<file path="config.mk">
export PLATFORM = sky130hd
export DESIGN_NAME = trig_prio_ctrl
export DESIGN_NICKNAME = d
export VERILOG_FILES = /design/src/rtl/trig_prio_pkg.sv /design/src/rtl/trig_debounce.sv /design/src/rtl/poi_timer.sv /design/src/rtl/prio_pick.sv /design/src/rtl/trig_prio_ctrl.sv
export SDC_FILE = /design/constraint.sdc
export NUM_CORES = 1
export LEC_CHECK = 0
export ABC_AREA = 1
export BUFFER_PORTS_ARGS = -buffer_cell sky130_fd_sc_hd__buf_2
export CORE_MARGIN = 2
export CORE_UTILIZATION = 65
export CTS_CLUSTER_DIAMETER = 200
export DETAILED_ROUTE_END_ITERATION = 10
export PLACE_DENSITY = 0.84
export SLEW_MARGIN = 15
export SYNTH_ARGS = -nofsm -noshare
export SYNTH_HDL_FRONTEND = slang
export SYNTH_SLANG_ARGS = --single-unit
</file>
<file path="constraint.sdc">
create_clock -name clk -period 3.5 [get_ports clk]
set_input_delay 0.875 -clock clk [delete_from_list [all_inputs] [get_ports clk]]
set_output_delay 0.875 -clock clk [all_outputs]
set_load 0.05 [all_outputs]
</file>
<file path="src/rtl/trig_prio_pkg.sv">
package trig_prio_pkg;

    localparam int NPIN   = 4;
    localparam int NSRC   = 2 * NPIN + 2;
    localparam int VEC_W  = 6;
    localparam logic [VEC_W-1:0] POI_VEC  = 6'd32;
    localparam logic [VEC_W-1:0] JUMP_VEC = 6'd63;

    // slot index in the pending vector; lower index wins
    typedef enum logic [3:0] {
        SRC_POI  = 4'd0,
        SRC_P0F  = 4'd1,
        SRC_P0R  = 4'd2,
        SRC_P1F  = 4'd3,
        SRC_P1R  = 4'd4,
        SRC_P2F  = 4'd5,
        SRC_P2R  = 4'd6,
        SRC_P3F  = 4'd7,
        SRC_P3R  = 4'd8,
        SRC_JUMP = 4'd9
    } src_e;

    typedef struct packed {
        logic             valid;
        logic [VEC_W-1:0] vec;
        logic             jump;
    } issue_t;

    // vector base of a pin's falling edge; rising adds 4
    function automatic logic [VEC_W-1:0] pin_base(input int pin);
        logic [VEC_W-1:0] b;
        b = VEC_W'(pin % 2);
        if (pin >= 2) b = b + 6'd8;
        return b;
    endfunction

    function automatic logic [VEC_W-1:0] slot_vector(input int slot);
        if (slot == int'(SRC_POI))  return POI_VEC;
        if (slot == int'(SRC_JUMP)) return JUMP_VEC;
        return pin_base((slot - 1) / 2) + (((slot - 1) % 2 == 1) ? 6'd4 : 6'd0);
    endfunction

endpackage

</file>
<file path="src/rtl/trig_debounce.sv">
module trig_debounce #(
    parameter int SHORT_CYC = 4,
    parameter int LONG_CYC  = 16
) (
    input  logic clk,
    input  logic rst,
    input  logic pin_n,
    input  logic long_sel,
    output logic fall_ev,
    output logic rise_ev
);
    localparam int CW = $clog2(LONG_CYC + 1);

    logic [1:0]    sync_q;
    logic          level_q;
    logic [CW-1:0] cnt_q;
    logic [CW-1:0] limit;

    assign limit = long_sel ? CW'(LONG_CYC - 1) : CW'(SHORT_CYC - 1);

    always_ff @(posedge clk) begin
        if (rst) begin
            sync_q  <= 2'b11;
            level_q <= 1'b1;
            cnt_q   <= '0;
            fall_ev <= 1'b0;
            rise_ev <= 1'b0;
        end else begin
            sync_q  <= {sync_q[0], pin_n};
            fall_ev <= 1'b0;
            rise_ev <= 1'b0;
            if (sync_q[1] == level_q) begin
                cnt_q <= '0;
            end else if (cnt_q >= limit) begin
                level_q <= sync_q[1];
                cnt_q   <= '0;
                rise_ev <= sync_q[1];
                fall_ev <= ~sync_q[1];
            end else begin
                cnt_q <= cnt_q + 1'b1;
            end
        end
    end


    level_follow_chk: assert property (@(posedge clk) disable iff (rst)
        !$stable(level_q) |-> (level_q == $past(sync_q[1])));


    ev_excl_chk: assert property (@(posedge clk) disable iff (rst)
        !(fall_ev && rise_ev));

endmodule

</file>
<file path="src/rtl/poi_timer.sv">
module poi_timer #(
    parameter int POI_DELAY = 480000
) (
    input  logic clk,
    input  logic rst,
    output logic fire
);
    localparam int TW = $clog2(POI_DELAY + 1);

    logic [TW-1:0] cnt_q;
    logic          done_q;

    always_ff @(posedge clk) begin
        if (rst) begin
            cnt_q  <= '0;
            done_q <= 1'b0;
            fire   <= 1'b0;
        end else begin
            fire <= 1'b0;
            if (!done_q) begin
                if (cnt_q == TW'(POI_DELAY - 1)) begin
                    done_q <= 1'b1;
                    fire   <= 1'b1;
                end else begin
                    cnt_q <= cnt_q + 1'b1;
                end
            end
        end
    end


    poi_once_chk: assert property (@(posedge clk) disable iff (rst)
        fire |=> !fire);

endmodule

</file>
<file path="src/rtl/prio_pick.sv">
module prio_pick
    import trig_prio_pkg::*;
(
    input  logic [NSRC-1:0]  pend,
    output logic [NSRC-1:0]  grant,
    output issue_t           pick
);
    always_comb begin
        grant      = '0;
        pick.valid = 1'b0;
        pick.vec   = '0;
        pick.jump  = 1'b0;
        for (int s = NSRC - 1; s >= 0; s--) begin
            if (pend[s]) begin
                grant      = '0;
                grant[s]   = 1'b1;
                pick.valid = 1'b1;
                pick.vec   = slot_vector(s);
                pick.jump  = (s == int'(SRC_JUMP));
            end
        end
    end


    grant_onehot_chk: assert final ($onehot0(grant));

endmodule

</file>
<file path="src/rtl/trig_prio_ctrl.sv">
module trig_prio_ctrl
    import trig_prio_pkg::*;
#(
    parameter int SHORT_CYC = 4800,
    parameter int LONG_CYC  = 150000,
    parameter int POI_DELAY = 480000
) (
    input  logic             clk,
    input  logic             rst,
    input  logic [NPIN-1:0]  trig_n,
    input  logic             long_deb,
    input  logic [7:0]       en_lo,
    input  logic [7:0]       en_hi,
    input  logic             poi_req,
    input  logic             jump_req,
    output logic             irq_valid,
    output logic [VEC_W-1:0] irq_vec,
    output logic             jump_ack
);
    logic [NPIN-1:0] fall_ev, rise_ev;
    logic [NSRC-1:0] pend_q, new_req, grant;
    logic            poi_fire;
    issue_t          pick;

    for (genvar p = 0; p < NPIN; p++) begin : g_pin
        logic [7:0] en_reg;
        assign en_reg = (p < 2) ? en_lo : en_hi;

        trig_debounce #(
            .SHORT_CYC (SHORT_CYC),
            .LONG_CYC  (LONG_CYC)
        ) u_deb (
            .clk      (clk),
            .rst      (rst),
            .pin_n    (trig_n[p]),
            .long_sel (long_deb),
            .fall_ev  (fall_ev[p]),
            .rise_ev  (rise_ev[p])
        );

        // edges whose enable is clear are dropped here, never latched
        assign new_req[1 + 2*p] = fall_ev[p] & en_reg[p % 2];
        assign new_req[2 + 2*p] = rise_ev[p] & en_reg[4 + (p % 2)];
    end

    poi_timer #(.POI_DELAY(POI_DELAY)) u_poi (
        .clk  (clk),
        .rst  (rst),
        .fire (poi_fire)
    );

    assign new_req[SRC_POI]  = poi_fire | poi_req;
    assign new_req[SRC_JUMP] = jump_req;

    prio_pick u_pick (
        .pend  (pend_q),
        .grant (grant),
        .pick  (pick)
    );

    always_ff @(posedge clk) begin
        if (rst) begin
            pend_q    <= '0;
            irq_valid <= 1'b0;
            irq_vec   <= '0;
            jump_ack  <= 1'b0;
        end else begin
            pend_q    <= (pend_q & ~grant) | new_req;
            irq_valid <= pick.valid;
            irq_vec   <= pick.vec;
            jump_ack  <= pick.jump;
        end
    end


    pend_drop_chk: assert property (@(posedge clk) disable iff (rst)
        ($countones(pend_q) + 1) >= $past($countones(pend_q)));


    valid_src_chk: assert property (@(posedge clk) disable iff (rst)
        irq_valid |-> $past(pend_q != '0));


    jump_code_chk: assert property (@(posedge clk) disable iff (rst)
        jump_ack |-> (irq_valid && irq_vec == JUMP_VEC));


    reset_quiet_chk: assert property (@(posedge clk)
        $past(rst) |-> (!irq_valid && !jump_ack));

endmodule

</file>
* Yosys cells after proc, flatten, opt, wreduce, memory -nomap -nowiden
Cells that the tools add are included.
** Cells by class
- Equality and inequality tests :: 5
- Add/sub/neg operators :: 7
- Shift-type cells :: 0
- Magnitude comparators :: 4
- Reductions and logical operators :: 15
- Muxes and demuxes :: 29
- Div/mod/pow operators :: 0
- Bitwise operators :: 26
- Multiply operators :: 0
** Operators by type and width (number)
- two-way mux 10 bit :: 10
- two-way mux 8 bit :: 10
- adder 18 x 1 -> 18 bit (second input constant) :: 4
- greater-or-equal comparator 18 bit :: 4
- two-way mux 6 bit :: 4
- OR reduction 3 bit :: 8
- adder 19 x 1 -> 19 bit (second input constant) :: 1
- equality test 19 bit (second input constant) :: 1
- two-way mux 18 bit :: 1
- inverter 1 bit :: 14
- adder 6 x 3 -> 6 bit (second input constant) :: 2
- bitwise AND 10 bit :: 1
- inverter 10 bit :: 1
- bitwise OR 10 bit :: 1
- AND reduction 2 bit :: 5
- OR reduction 10 bit :: 1
- bitwise AND 1 bit :: 8
- equality test 1 bit :: 4
- two-way mux 1 bit :: 4
- OR reduction 2 bit :: 1
- bitwise OR 1 bit :: 1
** Word-level totals
- Flip-flop bits (word level) :: 131
- Latch bits :: 0
- Output and inout bits :: 8
- Logic and storage cells :: 113
- Memory bits (read-only) :: 0
- Memories :: 0
- Input bits :: 25
- Memory bits (writable) :: 0

* Depth between registers and ports, before layout
- Depth in word-level cells :: 13
- Gate-level depth with buffers :: 10
- Gate-level depth less buffers :: 10

* By module
A second synthesis with hierarchy kept.
** Second synthesis, totals
- Cells, all modules :: 1124
- Area, all modules :: 8140.3 sq um
** Modules (own cells, without submodules)
- trig_debounce :: cells an instance 202, times used 4, area each 1512.7 sq um
- poi_timer :: cells an instance 191, times used 1, area each 1242.4 sq um
- trig_prio_ctrl :: cells an instance 76, times used 1, area each 613.1 sq um
- prio_pick :: cells an instance 49, times used 1, area each 234.0 sq um

* Worst setup path before layout
Ideal clock, no wire load.
- Path type :: in2reg
- Start point :: in long_deb
- End point :: reg g_pin[3].u_deb.cnt_q[0]
- Setup slack :: 1035 ps
- Cell stages on the path :: 10
- Data required time :: 3436 ps
- Data arrival time :: 2401 ps
- Cell sequence :: inv_1 > ha_1 > inv_1 > nor2_1 > o21ai_0 > nand2_1 > a21oi_2 > nand4_2 > buf_2 > nor2_1
** On the way
- Cells in the longest elaborated chain, start to end :: 3
** Ends and longest elaborated chain
- from (decl) :: line trig_prio_ctrl.sv:11 : input logic long_deb,
- two-way mux 18 bit :: line trig_debounce.sv:19 : assign limit = long_sel ? CW'(LONG_CYC - 1) : CW'(SHORT_CYC - 1);
- greater-or-equal comparator 18 bit :: line trig_debounce.sv:34 : end else if (cnt_q >= limit) begin
- OR reduction 3 bit (no source line)
- to (signal assigned) :: line trig_debounce.sv:40 : cnt_q <= cnt_q + 1'b1;
- to (decl) :: line trig_debounce.sv:16 : logic [CW-1:0] cnt_q;
No other way between the ends.
A chain may end at the register's enable or synchronous reset.

* Worst setup path after layout
- Start point :: in long_deb
- End point :: reg g_pin[2].u_deb.cnt_q[14]
** On the way
- Cells in the longest elaborated chain, start to end :: 3
** Ends and longest elaborated chain (line)
- two-way mux 18 bit :: trig_debounce.sv:19
- greater-or-equal comparator 18 bit :: trig_debounce.sv:34
- OR reduction 3 bit (no source line)
- to (signal assigned) :: trig_debounce.sv:40
- to (decl) :: trig_debounce.sv:16
No other way between the ends.

==> flow_results.org <==
** Run status
- Run status :: finished, final reports clean

** STA
- Setup slack closes at 1.13 ns.
- Setup repair after global routing left no endpoint under its margin.
- The hold violation total from the final report is 0.
- Fin Clk Skew :: 0.00762 ns
- Headroom to the max-slew limit came out at 58.5%.
- The count of final max-slew check failures is 0.
- Fmax :: 421 MHz
- In the finished design, the share of the clock period the worst path needs comes to about two thirds.
- In the final timing run, aggregate negative setup slack is 0 ns.
- At the pin with the least slew margin, the transition time is 0.621 ns.
- Setup violations remaining at the end of the flow were counted as 0.
- Time the worst path needs with I/O delays and setup :: roughly 2.4 ns

** Die
- In this run the core area contains 37 standard-cell rows.
- Area enclosed by the die boundary :: around 11000 sq um
- The initial utilization of the core area, before any placement, comes to between 60% and 70%.
- Boundary pin count :: 33
- In this run the vertical extent of the chip is roughly 110 um.
- Width of the die :: around 110 um
- The core region is 10200 sq um.

** Critical path
- Classification of the worst setup path :: in -> reg
- The worst setup path is launched from an input port.
- STA classifies the critical path endpoint as a flip-flop.
- Maximum fanout encountered on the critical timing path :: 18
- Arrival time of data at the critical path endpoint :: 2.83 ns
- At the worst endpoint, the required time is 3.96 ns.

** Logic synthesis
- Yosys Warn Count :: 0
- Summing the areas of all compound-gate instances in the mapped netlist gives between 5 and 6% of the synthesized area.
- Synthesis handed over a netlist of approximately 940 instances.
- Count of cell types in the netlist :: 36
- Most used flip-flop cell after synthesis :: sky130_fd_sc_hd__dfxtp_1
- Post-synth EDFFs :: 0
- Counting flops and latches in the post-synthesis netlist gives between 100 and 150.
- Share of the synthesized netlist area taken by xor and xnor gates :: 7.84%
- Area contributors post-synth :: sky130_fd_sc_hd__dfxtp_1 38%, sky130_fd_sc_hd__nand2_1 12%, sky130_fd_sc_hd__nor2_1 9.1%, sky130_fd_sc_hd__ha_1 6.8%, sky130_fd_sc_hd__xor2_1 5.7%
- Area share of fa/ha/maj cells after synthesis :: about 6.8%
- Summing the areas of all and, or, nand and nor instances in the mapped netlist gives roughly 36% of the synthesized area.
- After synthesis, the share of flip-flops with an asynchronous set or reset is 0%.
- Summing the sequential cell areas from Yosys gives a little under two fifths of the chip area.
- Synth Cell Area :: between 6000 and 7000 sq um
- After synthesis, the largest area contributor takes up 37.9% of total cell area.
- After synthesis, the largest family of logic cells by area is simple AND/OR/NAND/NOR gates.
- After synthesis, the share of cell area in mux cells is 0%.
- Number of nets produced by synthesis :: 1000
- Synthesized area per cell :: approximately 7.3 sq um
- Library cell occupying the most area in the post-synthesis netlist :: sky130_fd_sc_hd__dfxtp_1

** Clock tree
- Clock transition at the registers of the reported paths :: ~0.06 ns
- Number of H-tree levels :: 4
- Hold-fix buffers at CTS :: 0
- Clock latency reported for the late side of the worst-skew pair :: about 0.53 ns
- The clock drives ~130 sinks.
- The number of clock buffers added by TritonCTS is 17.
- The number of gates resized after CTS was 0.
- Clock tree from TritonCTS :: built
- Master cell of the clock root buffer :: sky130_fd_sc_hd__clkbuf_8
- In this run the deepest clock path goes through 2 buffers.
- Buffers added to address setup during post-CTS repair amount to 0.

** Power and ir drop
- For this design the static power due to leakage is between 0.002 and 0.003 uW.
- Peak supply drop :: ~0.35 mV
- Power share of the combinational group :: about 3.1%
- Registers are responsible for approximately two fifths of the overall power.
- Switching component of the power :: 740 uW
- The share of total power dissipated in the clock network is 55.1%.
- In this run the power density over the cells is approximately 460 nW/um^2.
- Proportion of total power due to net switching :: 20.7%
- The internal portion of the total power is around 2800 uW.

** Routing
- Residual DRC :: 0
- Overall routed net length :: about 14 mm
- After detailed routing, the average wire length per cell comes to between 10 and 15 um.
- The detailed router placed ~6000 vias in this run.
- The count of nets left with antenna violations once routing finished came out at 0.
- The first detailed-routing pass ran for 5 iterations.
- In this run, the number of DRC markers left after iteration 0 of detailed routing was 282.
- Dividing the detail-routed via count by the number of cells gives approximately 5.4.

** GRT
- Via count of the first global-routing pass :: between 5000 and 6000
- For this run, the total global-route usage over all layers was measured as about a quarter.
- The number of antenna violations at the first check in global routing came to 0.
- The first global-routing pass estimated about 24 mm of wire.
- Global routing finished with a remaining overflow of 0.
- Maximum number of pins on one net before global-route repair :: 32

** Finish
- The top cell types in the final layout, fill and taps aside, are 214 x sky130_fd_sc_hd__nand2_1, 165 x sky130_fd_sc_hd__nor2_1, 129 x sky130_fd_sc_hd__dfxtp_1, 90 x sky130_fd_sc_hd__inv_1, 57 x sky130_fd_sc_hd__nand3_1.
- Compared with the post-synthesis result, the final layout area differs by 13.1%.
- Most common cell after layout, fill and taps aside :: sky130_fd_sc_hd__nand2_1
- 0 antenna diodes ended up in the layout.
- Number of nets in the layout :: between 1000 and 1500
- Proportion of layout cells with a drive suffix above 1 :: between 10% and 20%

** Placed design
- The count of buffers added on input and output ports is 24.
- At the placement stage, the worst setup path has a slack of approximately 0.57 ns.
- Detail Placement HPWL :: between 9 and 10 mm
- At the end of routability-driven placement, the weighted congestion stood at between 0.8 and 0.9.

** Run
- Across the run, the number of max-cap violations was 0.

** Hold path
- In this run the worst hold path is classified as reg -> reg.
power by group through the flow:
stage	sequential (uW)	combinational (uW)	clock (uW)
2_1_floorplan	1530	65.1	0
3_3_place_gp	1520	108	0
3_5_place_dp	1520	111	0
4_1_cts	1490	112	1990
5_1_grt	1490	124	2070
6_report	1490	112	1970
flip-flops by register name, indices dropped and copies added (netlist names):
| signal | count |
|---|---|
| g_pin.u_deb.sync_q | 8 |
| g_pin.u_deb.rise_ev | 4 |
| g_pin.u_deb.cnt_q | 72 |
| irq_valid | 1 |
| g_pin.u_deb.level_q | 4 |
| g_pin.u_deb.fall_ev | 4 |
| pend_q | 10 |
| u_poi.cnt_q | 19 |
| u_poi.fire | 1 |
| u_poi.done_q | 1 |
| irq_vec | 5 |
cells by family after synthesis:
group	after synthesis
buffers and inverters	110
DFF	129
AOI/OAI and AO/OA	62
xor gates and xnor gates	61
and+or+nand+nor	539
adders and majority gates	37
Yosys cell counts (9+ instances only):
library cell               number
sky130_fd_sc_hd__nand2_1      214
sky130_fd_sc_hd__nor2_1       165
sky130_fd_sc_hd__dfxtp_1      129
sky130_fd_sc_hd__inv_1         90
sky130_fd_sc_hd__nand3_1       57
sky130_fd_sc_hd__xor2_1        44
sky130_fd_sc_hd__ha_1          37
sky130_fd_sc_hd__a21oi_1       35
sky130_fd_sc_hd__nand4_1       30
sky130_fd_sc_hd__nor3_1        23
sky130_fd_sc_hd__xnor2_1       17
sky130_fd_sc_hd__o21ai_0       11
sky130_fd_sc_hd__or2_2         11
sky130_fd_sc_hd__a21oi_2       10
sky130_fd_sc_hd__nand3b_1       9
routing by layer:
layer / part of all wire, % / up-vias / global-route usage (%) / wire length, um
li1: - / 3086 / - / -
met1: 44 / 2793 / 30.9 / 6100
met2: 50 / 113 / 46.7 / 6990
met3: 4.4 / 22 / 5.95 / 609
met4: 1.8 / 0 / 10.7 / 245
met5: 0 / - / 0 / 0
critical path, cell delays in order:
cell and delay, ns:
sky130_fd_sc_hd__buf_2 0.10, sky130_fd_sc_hd__inv_1 0.37, sky130_fd_sc_hd__buf_4 0.29, sky130_fd_sc_hd__ha_1 0.27
sky130_fd_sc_hd__nand2_1 0.07, sky130_fd_sc_hd__nand2_1 0.05, sky130_fd_sc_hd__nand2_1 0.07, sky130_fd_sc_hd__a21oi_1 0.07
sky130_fd_sc_hd__nor2_2 0.17, sky130_fd_sc_hd__nand4_4 0.28, sky130_fd_sc_hd__nor2_1 0.19
worst paths after layout:
kind                                               start                       end  slack [ns]  cells past startpoint
worst max-delay path                            long_deb  g_pin[2].u_deb.cnt_q[14]        1.13                     11
worst min register to register  g_pin[3].u_deb.sync_q[0]  g_pin[3].u_deb.sync_q[1]        0.41                      1
worst min-delay path            g_pin[3].u_deb.sync_q[0]  g_pin[3].u_deb.sync_q[1]        0.41                      1
worst max register to register            u_poi.cnt_q[0]            u_poi.cnt_q[0]        1.38                     10
metrics by stage:
stage / power [uW] / instance area, sq um / hold slack (ns) / instances / utilization (%)
after floorplan: 1600 / 6810 / 0.389 / 938 / -
after global placement: 1630 / 7040 / 0.393 / 1087 / 68.8
after detailed placement: 1640 / 7040 / 0.394 / 1087 / 68.8
after CTS: 3600 / 7700 / 0.413 / 1119 / 75.3
after global routing: 3690 / 7700 / 0.421 / 1119 / 75.3
final: 3580 / 7700 / 0.410 / 1119 / 75.3
cell type report:
class | instances | area [sq um]
well taps | 136 | 170
clock buffers | 18 | 428
clock inverters | 14 | 235
repair buffers | 29 | 158
fillers | 800 | 2530
multi-input cells | 699 | 3780
inverters | 94 | 354
flip-flops and latches | 129 | 2580
Power figures use the tool's default switching activity.
